==> src/rtl/sq_voice_pkg.sv <==
// Shared constants for the square-wave voice.
// Assumes an 8-step waveform and the fixed register numbering below.
package sq_voice_pkg;
    typedef enum logic [2:0] {
        REG_SWEEP = 3'd0,
        REG_SHAPE = 3'd1,
        REG_RAMP  = 3'd2,
        REG_FLO   = 3'd3,
        REG_FHI   = 3'd4
    } reg_sel_e;

    localparam int WAVE_STEPS = 8;

    // Level of waveform step 'step' for duty code 'code': the high steps come last.
    function automatic logic duty_level(input logic [1:0] code, input logic [2:0] step);
        int high_cnt;
        case (code)
            2'd0:    high_cnt = 1;
            2'd1:    high_cnt = 2;
            2'd2:    high_cnt = 4;
            default: high_cnt = 6;
        endcase
        return int'(step) >= (WAVE_STEPS - high_cnt);
    endfunction
endpackage

==> src/rtl/sq_voice_wave.sv <==
// Waveform divider and step counter.
// Assumes freq is stable except at register writes or sweep steps; trig restarts at step 0.
module sq_voice_wave #(
    parameter int FREQ_W = 11
) (
    input  logic              clk,
    input  logic              rst_n,
    input  logic              trig,
    input  logic [FREQ_W-1:0] freq,
    input  logic [1:0]        duty,
    output logic              level
);
    import sq_voice_pkg::*;
    localparam int CNT_W = FREQ_W + 1;
    localparam logic [CNT_W-1:0] SPAN = CNT_W'(1) << FREQ_W;

    logic [CNT_W-1:0] cnt;
    logic [2:0]       step;
    logic [CNT_W-1:0] reload;

    // Reload value: core cycles per waveform step.
    always_comb reload = SPAN - {1'b0, freq};

    // Divider countdown and step advance on expiry.
    always_ff @(posedge clk) begin
        if (!rst_n) begin
            cnt  <= '0;
            step <= '0;
        end else if (trig) begin
            cnt  <= reload;
            step <= '0;
        end else if (cnt <= CNT_W'(1)) begin
            cnt  <= reload;
            step <= step + 3'd1;
        end else begin
            cnt <= cnt - CNT_W'(1);
        end
    end

    // Waveform level for the current step.
    always_comb level = duty_level(duty, step);


    step_adv_chk: assert property (@(posedge clk) disable iff (!rst_n)
        !trig |=> (step == $past(step)) || (step == $past(step) + 3'd1));
endmodule

==> src/rtl/sq_voice_sweep.sv <==
// Frequency register with exponential sweep and overflow detection.
// Assumes cfg = {period[2:0], dir, shift[2:0]}; a restart re-arms the period count.
module sq_voice_sweep #(
    parameter int FREQ_W = 11
) (
    input  logic              clk,
    input  logic              rst_n,
    input  logic              wr_lo,
    input  logic              wr_hi,
    input  logic [7:0]        wr_data,
    input  logic [6:0]        cfg,
    input  logic              trig,
    input  logic              tick,
    output logic [FREQ_W-1:0] freq,
    output logic              ovf
);
    logic [2:0]        per;
    logic              dir_sub;
    logic [2:0]        sh;
    logic [2:0]        timer;
    logic [FREQ_W-1:0] delta;
    logic [FREQ_W:0]   sum;
    logic              fire;

    // Field split and next-frequency arithmetic.
    always_comb begin
        per     = cfg[6:4];
        dir_sub = cfg[3];
        sh      = cfg[2:0];
        delta   = freq >> sh;
        sum     = dir_sub ? ({1'b0, freq} - {1'b0, delta}) : ({1'b0, freq} + {1'b0, delta});
        fire    = tick && !trig && (timer <= 3'd1) && (per != 3'd0);
        ovf     = fire && sum[FREQ_W];
    end

    // Sweep period countdown.
    always_ff @(posedge clk) begin
        if (!rst_n)
            timer <= '0;
        else if (trig)
            timer <= per;
        else if (tick)
            timer <= (timer <= 3'd1) ? per : timer - 3'd1;
    end

    // Frequency register: software writes take precedence over a sweep step.
    always_ff @(posedge clk) begin
        if (!rst_n) begin
            freq <= '0;
        end else begin
            if (wr_lo)
                freq[7:0] <= wr_data;
            if (wr_hi)
                freq[FREQ_W-1:8] <= wr_data[FREQ_W-9:0];
            if (fire && !sum[FREQ_W] && !wr_lo && !wr_hi)
                freq <= sum[FREQ_W-1:0];
        end
    end


    freq_hold_chk: assert property (@(posedge clk) disable iff (!rst_n)
        !(tick || wr_lo || wr_hi) |=> $stable(freq));

    per_zero_chk: assert property (@(posedge clk) disable iff (!rst_n)
        (tick && (cfg[6:4] == 3'd0) && !wr_lo && !wr_hi) |=> $stable(freq));
endmodule

==> src/rtl/sq_voice_ramp.sv <==
// Linear volume ramp with saturation.
// Assumes cfg = {init[3:0], up, period[2:0]}; changes only at restart or ramp events.
module sq_voice_ramp #(
    parameter int VOL_W = 4
) (
    input  logic             clk,
    input  logic             rst_n,
    input  logic [7:0]       cfg,
    input  logic             trig,
    input  logic             tick,
    output logic [VOL_W-1:0] vol
);
    localparam logic [VOL_W-1:0] VMAX = '1;
    logic [2:0] timer;
    logic [2:0] per;
    logic       up;

    // Field split.
    always_comb begin
        per = cfg[2:0];
        up  = cfg[3];
    end

    // Volume load at restart and saturating step every per events.
    always_ff @(posedge clk) begin
        if (!rst_n) begin
            vol   <= '0;
            timer <= '0;
        end else if (trig) begin
            vol   <= cfg[7:8-VOL_W];
            timer <= per;
        end else if (tick && per != 3'd0) begin
            if (timer <= 3'd1) begin
                timer <= per;
                if (up && vol != VMAX)
                    vol <= vol + 1'b1;
                else if (!up && vol != '0)
                    vol <= vol - 1'b1;
            end else begin
                timer <= timer - 3'd1;
            end
        end
    end


    ramp_hold_chk: assert property (@(posedge clk) disable iff (!rst_n)
        !(tick || trig) |=> $stable(vol));

    ramp_zero_chk: assert property (@(posedge clk) disable iff (!rst_n)
        (tick && !trig && cfg[2:0] == 3'd0) |=> $stable(vol));
endmodule

==> src/rtl/sq_voice_len.sv <==
// Duration counter that signals expiry when it reaches zero.
// Assumes load writes win over restart, which wins over a count event.
module sq_voice_len #(
    parameter int LEN_W = 6
) (
    input  logic             clk,
    input  logic             rst_n,
    input  logic             load,
    input  logic [LEN_W-1:0] load_val,
    input  logic             trig,
    input  logic             en,
    input  logic             tick,
    output logic             expire
);
    localparam int CW = LEN_W + 1;
    localparam logic [CW-1:0] FULL = CW'(1) << LEN_W;
    logic [CW-1:0] cnt;

    // Expiry pulse when the last unit is counted off.
    always_comb expire = tick && en && !load && !trig && (cnt == CW'(1));

    // Counter load, restart reload and decrement.
    always_ff @(posedge clk) begin
        if (!rst_n)
            cnt <= '0;
        else if (load)
            cnt <= FULL - {1'b0, load_val};
        else if (trig) begin
            if (cnt == '0)
                cnt <= FULL;
        end else if (tick && en && cnt != '0)
            cnt <= cnt - CW'(1);
    end


    len_range_chk: assert property (@(posedge clk) disable iff (!rst_n)
        cnt <= FULL);

    len_reload_chk: assert property (@(posedge clk) disable iff (!rst_n)
        (trig && !load && cnt == '0) |=> (cnt == FULL));
endmodule

==> src/rtl/sq_sweep_voice.sv <==
// Square-wave voice top: register file, timebase sequencer, restart and active flag.
// Assumes one register write per cycle and seq_tick as a single-cycle pulse.
module sq_sweep_voice #(
    parameter int FREQ_W = 11,
    parameter int VOL_W  = 4,
    parameter int LEN_W  = 6
) (
    input  logic             clk,
    input  logic             rst_n,
    input  logic             wr_en,
    input  logic [2:0]       wr_addr,
    input  logic [7:0]       wr_data,
    input  logic             seq_tick,
    output logic [VOL_W-1:0] amp,
    output logic             active
);
    import sq_voice_pkg::*;

    logic [6:0]        sweep_cfg;
    logic [1:0]        duty;
    logic [7:0]        ramp_cfg;
    logic              len_en;
    logic              trig_q;
    logic [2:0]        seq_pos;
    logic              len_evt, swp_evt, ramp_evt;
    logic              wr_sweep, wr_shape, wr_ramp, wr_flo, wr_fhi;
    logic [FREQ_W-1:0] freq;
    logic              sw_ovf, len_exp, level;
    logic [VOL_W-1:0]  vol;

    // Register select decode.
    always_comb begin
        wr_sweep = wr_en && wr_addr == REG_SWEEP;
        wr_shape = wr_en && wr_addr == REG_SHAPE;
        wr_ramp  = wr_en && wr_addr == REG_RAMP;
        wr_flo   = wr_en && wr_addr == REG_FLO;
        wr_fhi   = wr_en && wr_addr == REG_FHI;
    end

    // Control registers and the delayed restart pulse.
    always_ff @(posedge clk) begin
        if (!rst_n) begin
            sweep_cfg <= '0;
            duty      <= '0;
            ramp_cfg  <= '0;
            len_en    <= 1'b0;
            trig_q    <= 1'b0;
        end else begin
            if (wr_sweep) sweep_cfg <= wr_data[6:0];
            if (wr_shape) duty      <= wr_data[7:6];
            if (wr_ramp)  ramp_cfg  <= wr_data;
            if (wr_fhi)   len_en    <= wr_data[6];
            trig_q <= wr_fhi && wr_data[7];
        end
    end

    // Timebase sequencer position.
    always_ff @(posedge clk) begin
        if (!rst_n)
            seq_pos <= '0;
        else if (seq_tick)
            seq_pos <= seq_pos + 3'd1;
    end

    // Event decode from the position before the advance.
    always_comb begin
        len_evt  = seq_tick && !seq_pos[0];
        swp_evt  = seq_tick && (seq_pos == 3'd2 || seq_pos == 3'd6);
        ramp_evt = seq_tick && (seq_pos == 3'd7);
    end

    // Active flag: set by restart, cleared by expiry or sweep overflow.
    always_ff @(posedge clk) begin
        if (!rst_n)
            active <= 1'b0;
        else if (trig_q)
            active <= 1'b1;
        else if (len_exp || sw_ovf)
            active <= 1'b0;
    end

    sq_voice_sweep #(.FREQ_W(FREQ_W)) u_sweep (
        .clk(clk), .rst_n(rst_n), .wr_lo(wr_flo), .wr_hi(wr_fhi), .wr_data(wr_data),
        .cfg(sweep_cfg), .trig(trig_q), .tick(swp_evt), .freq(freq), .ovf(sw_ovf)
    );

    sq_voice_wave #(.FREQ_W(FREQ_W)) u_wave (
        .clk(clk), .rst_n(rst_n), .trig(trig_q), .freq(freq), .duty(duty), .level(level)
    );

    sq_voice_ramp #(.VOL_W(VOL_W)) u_ramp (
        .clk(clk), .rst_n(rst_n), .cfg(ramp_cfg), .trig(trig_q), .tick(ramp_evt), .vol(vol)
    );

    sq_voice_len #(.LEN_W(LEN_W)) u_len (
        .clk(clk), .rst_n(rst_n), .load(wr_shape), .load_val(wr_data[LEN_W-1:0]),
        .trig(trig_q), .en(len_en), .tick(len_evt), .expire(len_exp)
    );

    // Output sample.
    always_comb amp = (active && level) ? vol : '0;


    ovf_silence_chk: assert property (@(posedge clk) disable iff (!rst_n)
        (sw_ovf && !trig_q) |=> !active);

    restart_on_chk: assert property (@(posedge clk) disable iff (!rst_n)
        trig_q |=> active);
endmodule

==> config.mk <==
export PLATFORM = sky130hd
export DESIGN_NAME = sq_sweep_voice
export DESIGN_NICKNAME = d
export VERILOG_FILES = /design/src/rtl/sq_voice_pkg.sv /design/src/rtl/sq_voice_wave.sv /design/src/rtl/sq_voice_sweep.sv /design/src/rtl/sq_voice_ramp.sv /design/src/rtl/sq_voice_len.sv /design/src/rtl/sq_sweep_voice.sv
export SDC_FILE = /design/constraint.sdc
export NUM_CORES = 1
export LEC_CHECK = 0
export ABC_AREA = 0
export BUFFER_PORTS_ARGS = -buffer_cell sky130_fd_sc_hd__clkbuf_2
export CORE_UTILIZATION = 40
export DETAILED_ROUTE_END_ITERATION = 10
export REMOVE_ABC_BUFFERS = 1
export SLEW_MARGIN = 20
export SYNTH_ARGS = -nofsm -noshare
export SYNTH_HDL_FRONTEND = slang
export SYNTH_SLANG_ARGS = --single-unit
==> constraint.sdc <==
create_clock -name clk -period 3.8 [get_ports clk]
set_input_delay 0.38 -clock clk [delete_from_list [all_inputs] [get_ports clk]]
set_output_delay 0.38 -clock clk [all_outputs]
set_load 0.05 [all_outputs]
==> results of run 1 <==
==> area by class of cell <==
| class | instances | area share |
|---|---|---|
| tap | 168 | 0.0342 |
| clock inverter | 6 | 0.0147 |
| clock buffer | 10 | 0.0389 |
| sequential | 66 | 0.216 |
| inverter | 27 | 0.0165 |
| timing repair buffer | 94 | 0.113 |
| multi-input combinational | 514 | 0.566 |
==> synthesized netlist by cell type, types with 4 or more instances <==
master / instances / area share
nand3_1: 13 / 0.013
buf_6: 4 / 0.0091
mux2_2: 5 / 0.011
o31ai_1: 5 / 0.0076
a31oi_1: 16 / 0.020
or3_1: 7 / 0.0088
nor4_1: 8 / 0.010
o21a_1: 5 / 0.0076
and2_1: 12 / 0.015
xnor2_1: 26 / 0.046
dfxtp_1: 66 / 0.27
buf_2: 8 / 0.0081
nand2_1: 74 / 0.056
a21oi_1: 48 / 0.048
mux2i_1: 19 / 0.038
ha_1: 31 / 0.078
nor2b_1: 8 / 0.010
nor2_1: 88 / 0.067
o21ai_0: 22 / 0.022
nor3_1: 19 / 0.019
inv_1: 25 / 0.019
clkbuf_1: 17 / 0.013
nand4_1: 5 / 0.0063
xor2_1: 14 / 0.025
nand2b_1: 5 / 0.0063
buf_1: 5 / 0.0038
a21o_1: 8 / 0.012
a211oi_1: 10 / 0.015
or4_1: 4 / 0.0061
and3_1: 5 / 0.0063
==> power groups by stage <==
stage / clock, µW / sequential, µW / combinational (µW)
3_3_place_gp: 0 / 840 / 899
3_5_place_dp: 0 / 845 / 916
6_report: 903 / 830 / 986
5_1_grt: 950 / 840 / 1100
2_1_floorplan: 0 / 836 / 676
4_1_cts: 919 / 830 / 965
==> flip-flops by register name (all words and copies together) (netlist names) <==
register	cells
u_len.cnt	7
u_wave.step	3
u_sweep.timer	3
duty	2
active	1
ramp_cfg	8
seq_pos	3
sweep_cfg	7
len_en	1
trig_q	1
u_sweep.freq	11
u_ramp.timer	3
u_ramp.vol	4
u_wave.cnt	12
==> kinds of logic (layout without fill, tap and decap cells) <==
group / after synthesis / in the layout / share of synthesized area
adder cells (fa/ha/maj): 33 / 33 / 0.0863
multiplexers: 27 / 27 / 0.0633
buffers and inverters: 62 / 137 / 0.0558
flip-flops: 66 / 66 / 0.266
XOR/XNOR: 40 / 40 / 0.0707
AND/OR/NAND/NOR: 267 / 267 / 0.262
AO/OA/AOI/OAI: 147 / 147 / 0.195
==> worst reg2reg max path: stages, from the launching register on <==
cell	delay, ns
dfxtp_4	0.36
buf_6	0.12
buf_4	0.14
buf_6	0.13
o21ba_4	0.23
nor4_2	0.05
nor4_4	0.37
buf_4	0.18
nor2_4	0.04
and2_4	0.14
a2111o_1	0.42
o211ai_1	0.12
ha_2	0.33
nor3_2	0.20
a311oi_2	0.07
buf_4	0.18
nor2_4	0.09
mux2i_4	0.11
or3b_1	0.38
a31oi_1	0.17
==> through the flow <==
stage | hold WS [ns] | util | power (µW) | setup slack (ns) | cells
6_report | 0.363 | 0.509 | 2720 | -0.131 | 885
4_1_cts | 0.354 | 0.504 | 2710 | -0.0746 | 886
3_3_place_gp | 0.446 | 0.466 | 1740 | -0.223 | 861
3_5_place_dp | 0.447 | 0.466 | 1760 | -0.225 | 861
2_1_floorplan | 0.433 | - | 1510 | -0.657 | 607
5_1_grt | 0.371 | 0.509 | 2900 | -0.335 | 885
==> worst min path at each step <==
stage | startpoint | endpoint | depth (start not counted) | slack [ns]
6_report | seq_tick | seq_pos[1] | 2 | 0.36
5_1_grt | seq_tick | seq_pos[1] | 2 | 0.37
3_3_place_gp | ramp_cfg[6] | ramp_cfg[6] | 2 | 0.45
3_5_place_dp | ramp_cfg[5] | ramp_cfg[5] | 2 | 0.45
2_1_floorplan | ramp_cfg[5] | ramp_cfg[5] | 2 | 0.43
4_1_cts | seq_tick | seq_pos[1] | 2 | 0.35
==> routing by layer <==
layer	GRT usage	up-vias	share of wire
li1	-	2412	-
met1	0.291	2219	0.48
met2	0.370	84	0.48
met3	0.0305	10	0.027
met4	0.0465	0	0.0098
met5	0	-	0
==> cell usage in the layout (no fill, tap or decap), types with 4 or more instances in the layout <==
cell type   n
nand4_1     5
a31oi_1    16
xor2_1     13
mux2i_1    17
nand3_1    13
a21oi_1    44
a21o_1      8
o31ai_1     5
o21ai_0    21
nor3_1     17
nand2b_1    5
o21a_1      5
a21oi_2     4
or4_1       4
a211oi_1   10
xnor2_1    26
ha_1       29
nor2b_1     7
and3_1      5
nor4_1      8
mux2_2      5
buf_4      70
or3_1       7
dfxtp_1    63
inv_1      25
and2_1     11
clkbuf_16   9
nor2_1     86
nand2_1    71
clkbuf_2   19
==> repair_timing <==
item                                    CTS  global route
endpoints found under the setup margin   12            12
resized for setup                        19            16
buffers inserted                          9             2
pin swaps                                 5             6
==> out/metrics.json, run 1 <==
{
  "outcome": "complete, but fails checks",
  "failed_checks": "negative setup slack",
  "crit_path_end_kind": "flip-flop",
  "hold_class": "in -> reg",
  "synthesis.instances": 642,
  "final.period_utilization": 1.03,
  "crit_path_setup_slack_layout_ns": -0.131,
  "io-pin-count": 20,
  "avgRoutedWirePerCell_um": 15.0,
  "buffer_ports.inserted": 19,
  "timing.critical_path.depth": 19,
  "internal_power_uw": 1820,
  "worstSetupPathType": "reg -> reg",
  "worstSetupStartpoint": "sweep_cfg[1]",
  "syn-cell-area_um2": 4960,
  "clock_latency_ns": 0.33,
  "grt_setup_unrepaired": "true",
  "rr_startpoint": "sweep_cfg[1]",
  "layout-drive-gt1-share": 0.218,
  "cell_family_with_the_largest_share_of_critical_path_delay": "simple AND/OR/NAND/NOR gates",
  "ys.warnings.count": 0,
  "grt_start_max_net_pins": 60,
  "vias_per_cell": 5.34,
  "cp.buffers_inverters": 5,
  "synth_enable_flop_cells": 0,
  "num_rows": 40,
  "cts.sinks": 66,
  "floorplan.initialDensity": 0.411,
  "dp.final_hpwl_um": 9930,
  "total_area_of_multi_input_combinational_cells_um2": 3480,
  "grt_usage": 0.217,
  "endpoint": "u_sweep.freq[4]",
  "initialDrtViolationCount": 266,
  "crit_chain": "buf_6 -> buf_4 -> buf_6 -> o21ba_4 -> nor4_2 -> nor4_4 -> buf_4 -> nor2_4 -> and2_4 -> a2111o_1 -> o211ai_1 -> ha_2 -> nor3_2 -> a311oi_2 -> buf_4 -> nor2_4 -> mux2i_4 -> or3b_1 -> a31oi_1",
  "route.detailed.drc": 0,
  "finalWorstPathRequiredPeriod_ns": 3.93,
  "core-area_um2": 12100,
  "relative_contribution_of_sequential_cells_to_total_power": 0.305,
  "fin_worst_skew_ns": 0.00585,
  "peakVddDrop_mv": 0.215,
  "flop_to_flop_setup_slack_ns": -0.13,
  "cts_inserted_buffers": 9,
  "drt-pass1-iter-count": 5,
  "timing.critical_path.slowest_cell_delay_ns": 0.42,
  "wirelength_um": 13300,
  "clkTransAtPathRegs_ns": 0.06,
  "grt_first_pass_wirelength_um": 22300,
  "critical_path_arrival_ns": 4.17,
  "max_slew.worst_pin.slew_ns": 1.05,
  "fp.dieW_um": 113,
  "nets": 760,
  "standby_leakage_power_uw": 0.00251,
  "max_clock_freq_mhz": 254,
  "final-seq-area_um2": 1330,
  "cts.hold.buffers_added": 0,
  "max-clock-path-buffers": 2,
  "report.final.slew_viol_count": 0,
  "global_route.overflow_total": 0,
  "switching_share": 0.330,
  "power.net_switching_uw": 898,
  "worst-endpoint-required_ns": 4.04,
  "final_cell_area_um2": 6140,
  "postSynth.asyncResetShare": 0,
  "finalHoldViolations": 0,
  "h-tree-depth": 3,
  "dpl-instance-area_um2": 5620,
  "die_h_um": 113,
  "synth.avg_cell_area_um2": 7.72,
  "die_area_um2": 12800,
  "setup_total_negative_slack_ns": -0.861,
  "yosysUniqueCellTypes": 72,
  "crit_path_frequent_cell": "buf_4",
  "max_fo_critical_path": 10,
  "clockRootBuffer": "clkbuf_16",
  "power.share.combinational": 0.363,
  "critical_path.reg2reg.endpoint": "u_sweep.freq[4]",
  "clock_tree_from_tritoncts": "done",
  "syn_to_final_growth_pct": 23.8,
  "slew-limit-headroom": 0.296,
  "num_vias": 4725,
  "power_density_nw_per_um2": 443,
  "main_flop_type_after_synthesis": "dfxtp_1",
  "antenna-diode-count": 0,
  "critical-path-slowest-cell": "a2111o_1",
  "worstRegToRegCells": 19,
  "vias_in_the_first_global_route": 4603,
  "initial_antenna_violation_count": 0,
  "p_clk_frac": 0.332,
  "final-setup-viol-count": 12,
  "place_congestion": 0.848,
  "drv.max_cap_violation_count": 0,
  "worst_setup_path_start_kind": "flip-flop",
  "detail-route-antenna-nets": 0,
  "synth.ff_latch_count": 66,
  "ys_seq_area_frac": 0.266,
  "nFillCells": 1185
}
(Power assumes the default switching activity.)
==> inputs of run 2 (changes only) <==
--- a/config.mk
+++ b/config.mk
@@ -7,8 +7,9 @@
 export LEC_CHECK = 0
 export ABC_AREA = 0
 export BUFFER_PORTS_ARGS = -buffer_cell sky130_fd_sc_hd__clkbuf_2
-export CORE_UTILIZATION = 40
+export CORE_UTILIZATION = 55
 export DETAILED_ROUTE_END_ITERATION = 10
+export PLACE_DENSITY = 0.75
 export REMOVE_ABC_BUFFERS = 1
 export SLEW_MARGIN = 20
 export SYNTH_ARGS = -nofsm -noshare
==> run 2 against run 1 <==
- the run still ends with negative setup slack left
- via count grew 3.0%
- wire length grew 2.0%
- sequential cell count is the same
==> out/metrics.json, run 2 (same netlist as run 1, synthesis figures left out) <==
{
  "outcome": "complete, but fails checks",
  "failed_checks": "negative setup slack",
  "die_area": {"value": 9400, "unit": "µm²", "change": "-27%"},
  "global_route.overflow_total": {"value": 0, "change": "unchanged"},
  "worstSetupPathType": "reg -> reg",
  "crit_path_end_kind": "flip-flop",
  "drt-pass1-iter-count": {"value": 5, "change": "unchanged"},
  "syn_to_final_growth_pct": 18.9,
  "nets": {"value": 752, "change": "-1.1%"},
  "antenna-diode-count": {"value": 0, "change": "unchanged"},
  "io-pin-count": {"value": 20, "change": "unchanged"},
  "layout-drive-gt1-share": {"value": 0.206, "change": "-0.0116"},
  "hold_class": "in -> reg",
  "flop_to_flop_setup_slack": {"value": -0.23, "unit": "ns", "change": "-0.10 ns"},
  "preCtsSetupSlack": {"value": -0.295, "unit": "ns", "change": "-0.0703 ns"},
  "grt_start_max_net_pins": {"value": 60, "change": "unchanged"},
  "power.share.combinational": {"value": 0.403, "change": "+0.040"},
  "p_clk_frac": {"value": 0.261, "change": "-0.071"},
  "switching_share": {"value": 0.356, "change": "+0.0253"},
  "route.detailed.drc": {"value": 0, "change": "unchanged"},
  "dp.final_hpwl": {"value": 10000, "unit": "µm", "change": "+1.1%"},
  "timing.critical_path.slowest_cell_delay": {"value": 0.47, "unit": "ns", "change": "+0.05 ns"},
  "clockRootBuffer": "clkbuf_8",
  "detail-route-antenna-nets": {"value": 0, "change": "unchanged"},
  "clkTransAtPathRegs": {"value": 0.07, "unit": "ns", "change": "about the same"},
  "power.net_switching": {"value": 876, "unit": "µW", "change": "-2.4%"},
  "hold_path_startpoint": "wr_data[7]",
  "buffer_ports.inserted": {"value": 19, "change": "unchanged"},
  "whs_path_depth": {"value": 3, "change": "+1"},
  "finalHoldViolations": {"value": 0, "change": "unchanged"},
  "report.final.slew_viol_count": {"value": 0, "change": "unchanged"},
  "initialDrtViolationCount": {"value": 366, "change": "+38%"},
  "cell_family_with_the_largest_share_of_critical_path_delay": "compound AO/OA/AOI/OAI gates",
  "final-setup-viol-count": {"value": 12, "change": "unchanged"},
  "max_fo_critical_path": {"value": 13, "change": "+3"},
  "critical_path.reg2reg.endpoint": "u_sweep.freq[2]",
  "num_rows": {"value": 34, "change": "-15%"},
  "standby_leakage_power": {"value": 0.00242, "unit": "µW", "change": "-3.6%"},
  "finalWorstPathRequiredPeriod": {"value": 4.03, "unit": "ns", "change": "+0.103 ns"},
  "num_vias": {"value": 4866, "change": "+3.0%"},
  "h-tree-depth": {"value": 3, "change": "unchanged"},
  "peakVddDrop": {"value": 0.226, "unit": "mV", "change": "+5.1%"},
  "wirelength": {"value": 13600, "unit": "µm", "change": "+2.0%"},
  "max_slew.worst_pin.slew": {"value": 1.02, "unit": "ns", "change": "-0.0305 ns"},
  "critical-path-slowest-cell": "nor4_4",
  "rr_startpoint": "sweep_cfg[1]",
  "worst-endpoint-required": {"value": 4.05, "unit": "ns", "change": "about the same"},
  "cp.buffers_inverters": {"value": 5, "change": "unchanged"},
  "core-area": {"value": 8720, "unit": "µm²", "change": "-28%"},
  "cts.sinks": {"value": 66, "change": "unchanged"},
  "crit_path_frequent_cell": "buf_4",
  "power_density": {"value": 418, "unit": "nW/µm²", "change": "-5.6%"},
  "whs": {"value": 0.312, "unit": "ns", "change": "-0.0511 ns"},
  "max-clock-path-buffers": {"value": 2, "change": "unchanged"},
  "vias_per_cell": {"value": 5.96, "change": "+12%"},
  "fp.dieW": {"value": 97.0, "unit": "µm", "change": "-14%"},
  "crit_chain": "buf_12 -> buf_4 -> o21ba_2 -> nor4_2 -> nor4_4 -> buf_4 -> nor2_4 -> and2_4 -> a2111o_1 -> o211ai_1 -> ha_2 -> nor2_1 -> a311oi_2 -> buf_4 -> nor2_4 -> mux2i_4 -> buf_12 -> nor2_1 -> a311oi_1",
  "worst_setup_path_start_kind": "flip-flop",
  "grt_usage": {"value": 0.295, "change": "+0.0784"},
  "cts_inserted_buffers": {"value": 9, "change": "unchanged"},
  "fin_worst_skew": {"value": 0.00657, "unit": "ns", "change": "+0.000722 ns"},
  "slew-limit-headroom": {"value": 0.316, "change": "+0.0204"},
  "layout.cells.most_common_list": "nor2_1 (84), nand2_1 (73), dfxtp_1 (65), buf_4 (64), a21oi_1 (46)",
  "initial_antenna_violation_count": {"value": 0, "change": "unchanged"},
  "crit_path_setup_slack_layout": {"value": -0.235, "unit": "ns", "change": "-0.103 ns"},
  "place_congestion": {"value": 0.981, "change": "+16%"},
  "worstRegToRegCells": {"value": 19, "change": "unchanged"},
  "setup_total_negative_slack": {"value": -2.26, "unit": "ns", "change": "-1.40 ns"},
  "dpl-instance-area": {"value": 5510, "unit": "µm²", "change": "-1.9%"},
  "internal_power": {"value": 1590, "unit": "µW", "change": "-13%"},
  "largest_reg_flops": {"value": 12, "change": "unchanged"},
  "floorplan.initialDensity": {"value": 0.569, "change": "+0.157"},
  "clock_tree_from_tritoncts": "done",
  "min_delay_worst_endpoint": "ramp_cfg[7]",
  "critical_path_arrival": {"value": 4.28, "unit": "ns", "change": "+0.11 ns"},
  "drv.max_cap_violation_count": {"value": 0, "change": "unchanged"},
  "top_flop_regs": "u_wave.cnt x12, u_sweep.freq x11, ramp_cfg x8",
  "largest_register": "u_wave.cnt",
  "final_cell_area": {"value": 5900, "unit": "µm²", "change": "-4.0%"},
  "grt_first_pass_wirelength": {"value": 22700, "unit": "µm", "change": "+1.5%"},
  "clock_latency": {"value": 0.35, "unit": "ns", "change": "+0.02 ns"},
  "avgRoutedWirePerCell": {"value": 16.6, "unit": "µm", "change": "+10%"},
  "mostFrequentLayoutCell": "nor2_1",
  "final.period_utilization": {"value": 1.06, "change": "+0.0272"},
  "relative_contribution_of_sequential_cells_to_total_power": {"value": 0.336, "change": "+0.031"},
  "max_clock_freq": {"value": 248, "unit": "MHz", "change": "-2.6%"},
  "vias_in_the_first_global_route": {"value": 4749, "change": "+3.2%"},
  "grt_setup_unrepaired": "true",
  "die_h": {"value": 97.0, "unit": "µm", "change": "-14%"}
}
-- run 2: cell types whose count changed in the layout (fill, tap and decap cells not counted), sizes merged --
cell / before / now
inv: 26 / 25
buf: 75 / 67
clkbuf: 29 / 30
-- run 2: worst max path at each step --
stage	endpoint	depth (start not counted)	slack, ns	from
global route	u_sweep.freq[8]	20	-0.42	sweep_cfg[1]
CTS	u_sweep.freq[2]	20	-0.12	sweep_cfg[1]
detailed placement	u_sweep.freq[4]	17	-0.30	sweep_cfg[1]
global placement	u_sweep.freq[4]	17	-0.16	sweep_cfg[1]
finish	u_sweep.freq[2]	19	-0.23	sweep_cfg[1]
floorplan	u_sweep.freq[4]	15	-0.66	sweep_cfg[1]
-- run 2: cell type report --
type                       count  area (µm²)
fill                         724        2830
timing repair buffer          86         627
tap                          108         135
clock inverter                 5        78.8
multi-input combinational    514        3490
clock buffer                  11         131
inverter                      27         105
sequential                    66        1330
-- run 2: stage by stage --
stage          utilization  power, µW  instances
4_1_cts              0.667       2450        815
2_1_floorplan            -       1510        607
3_3_place_gp         0.632       1740        797
3_5_place_dp         0.632       1780        797
6_report             0.676       2460        817
5_1_grt              0.676       2610        817
-- run 2: worst register-to-register path, stage by stage, from the launching register on --
cell and delay (ns):
dfxtp_4 0.36, buf_12 0.14, buf_4 0.18, o21ba_2 0.30, nor4_2 0.07, nor4_4 0.47, buf_4 0.20, nor2_4 0.03
and2_4 0.13, a2111o_1 0.39, o211ai_1 0.11, ha_2 0.25, nor2_1 0.06, a311oi_2 0.32, buf_4 0.19, nor2_4 0.04
mux2i_4 0.22, buf_12 0.16, nor2_1 0.05, a311oi_1 0.25
-- run 2: power groups by stage --
| stage | Clock, µW | Sequential [µW] | Combinational, µW |
|---|---|---|---|
| 6_report | 643 | 828 | 993 |
| 5_1_grt | 673 | 835 | 1110 |
| 4_1_cts | 644 | 826 | 976 |
| 3_5_place_dp | 0 | 843 | 941 |
| 3_3_place_gp | 0 | 838 | 901 |
| 2_1_floorplan | 0 | 836 | 676 |
-- run 2: repair_timing --
| item | CTS | global route |
|---|---|---|
| hold buffers | 0 | 0 |
| pin swaps | 10 | 10 |
| setup endpoints to repair | 12 | 12 |
| resized for setup | 20 | 15 |
| buffers inserted | 2 | 2 |
-- run 2: routing by layer --
layer / up-vias / track usage / share of wire
met2: 116 / 0.509 / 0.49
met1: 2331 / 0.374 / 0.44
li1: 2388 / - / -
met3: 31 / 0.0462 / 0.042
met4: 0 / 0.0999 / 0.022
met5: - / 0 / 0
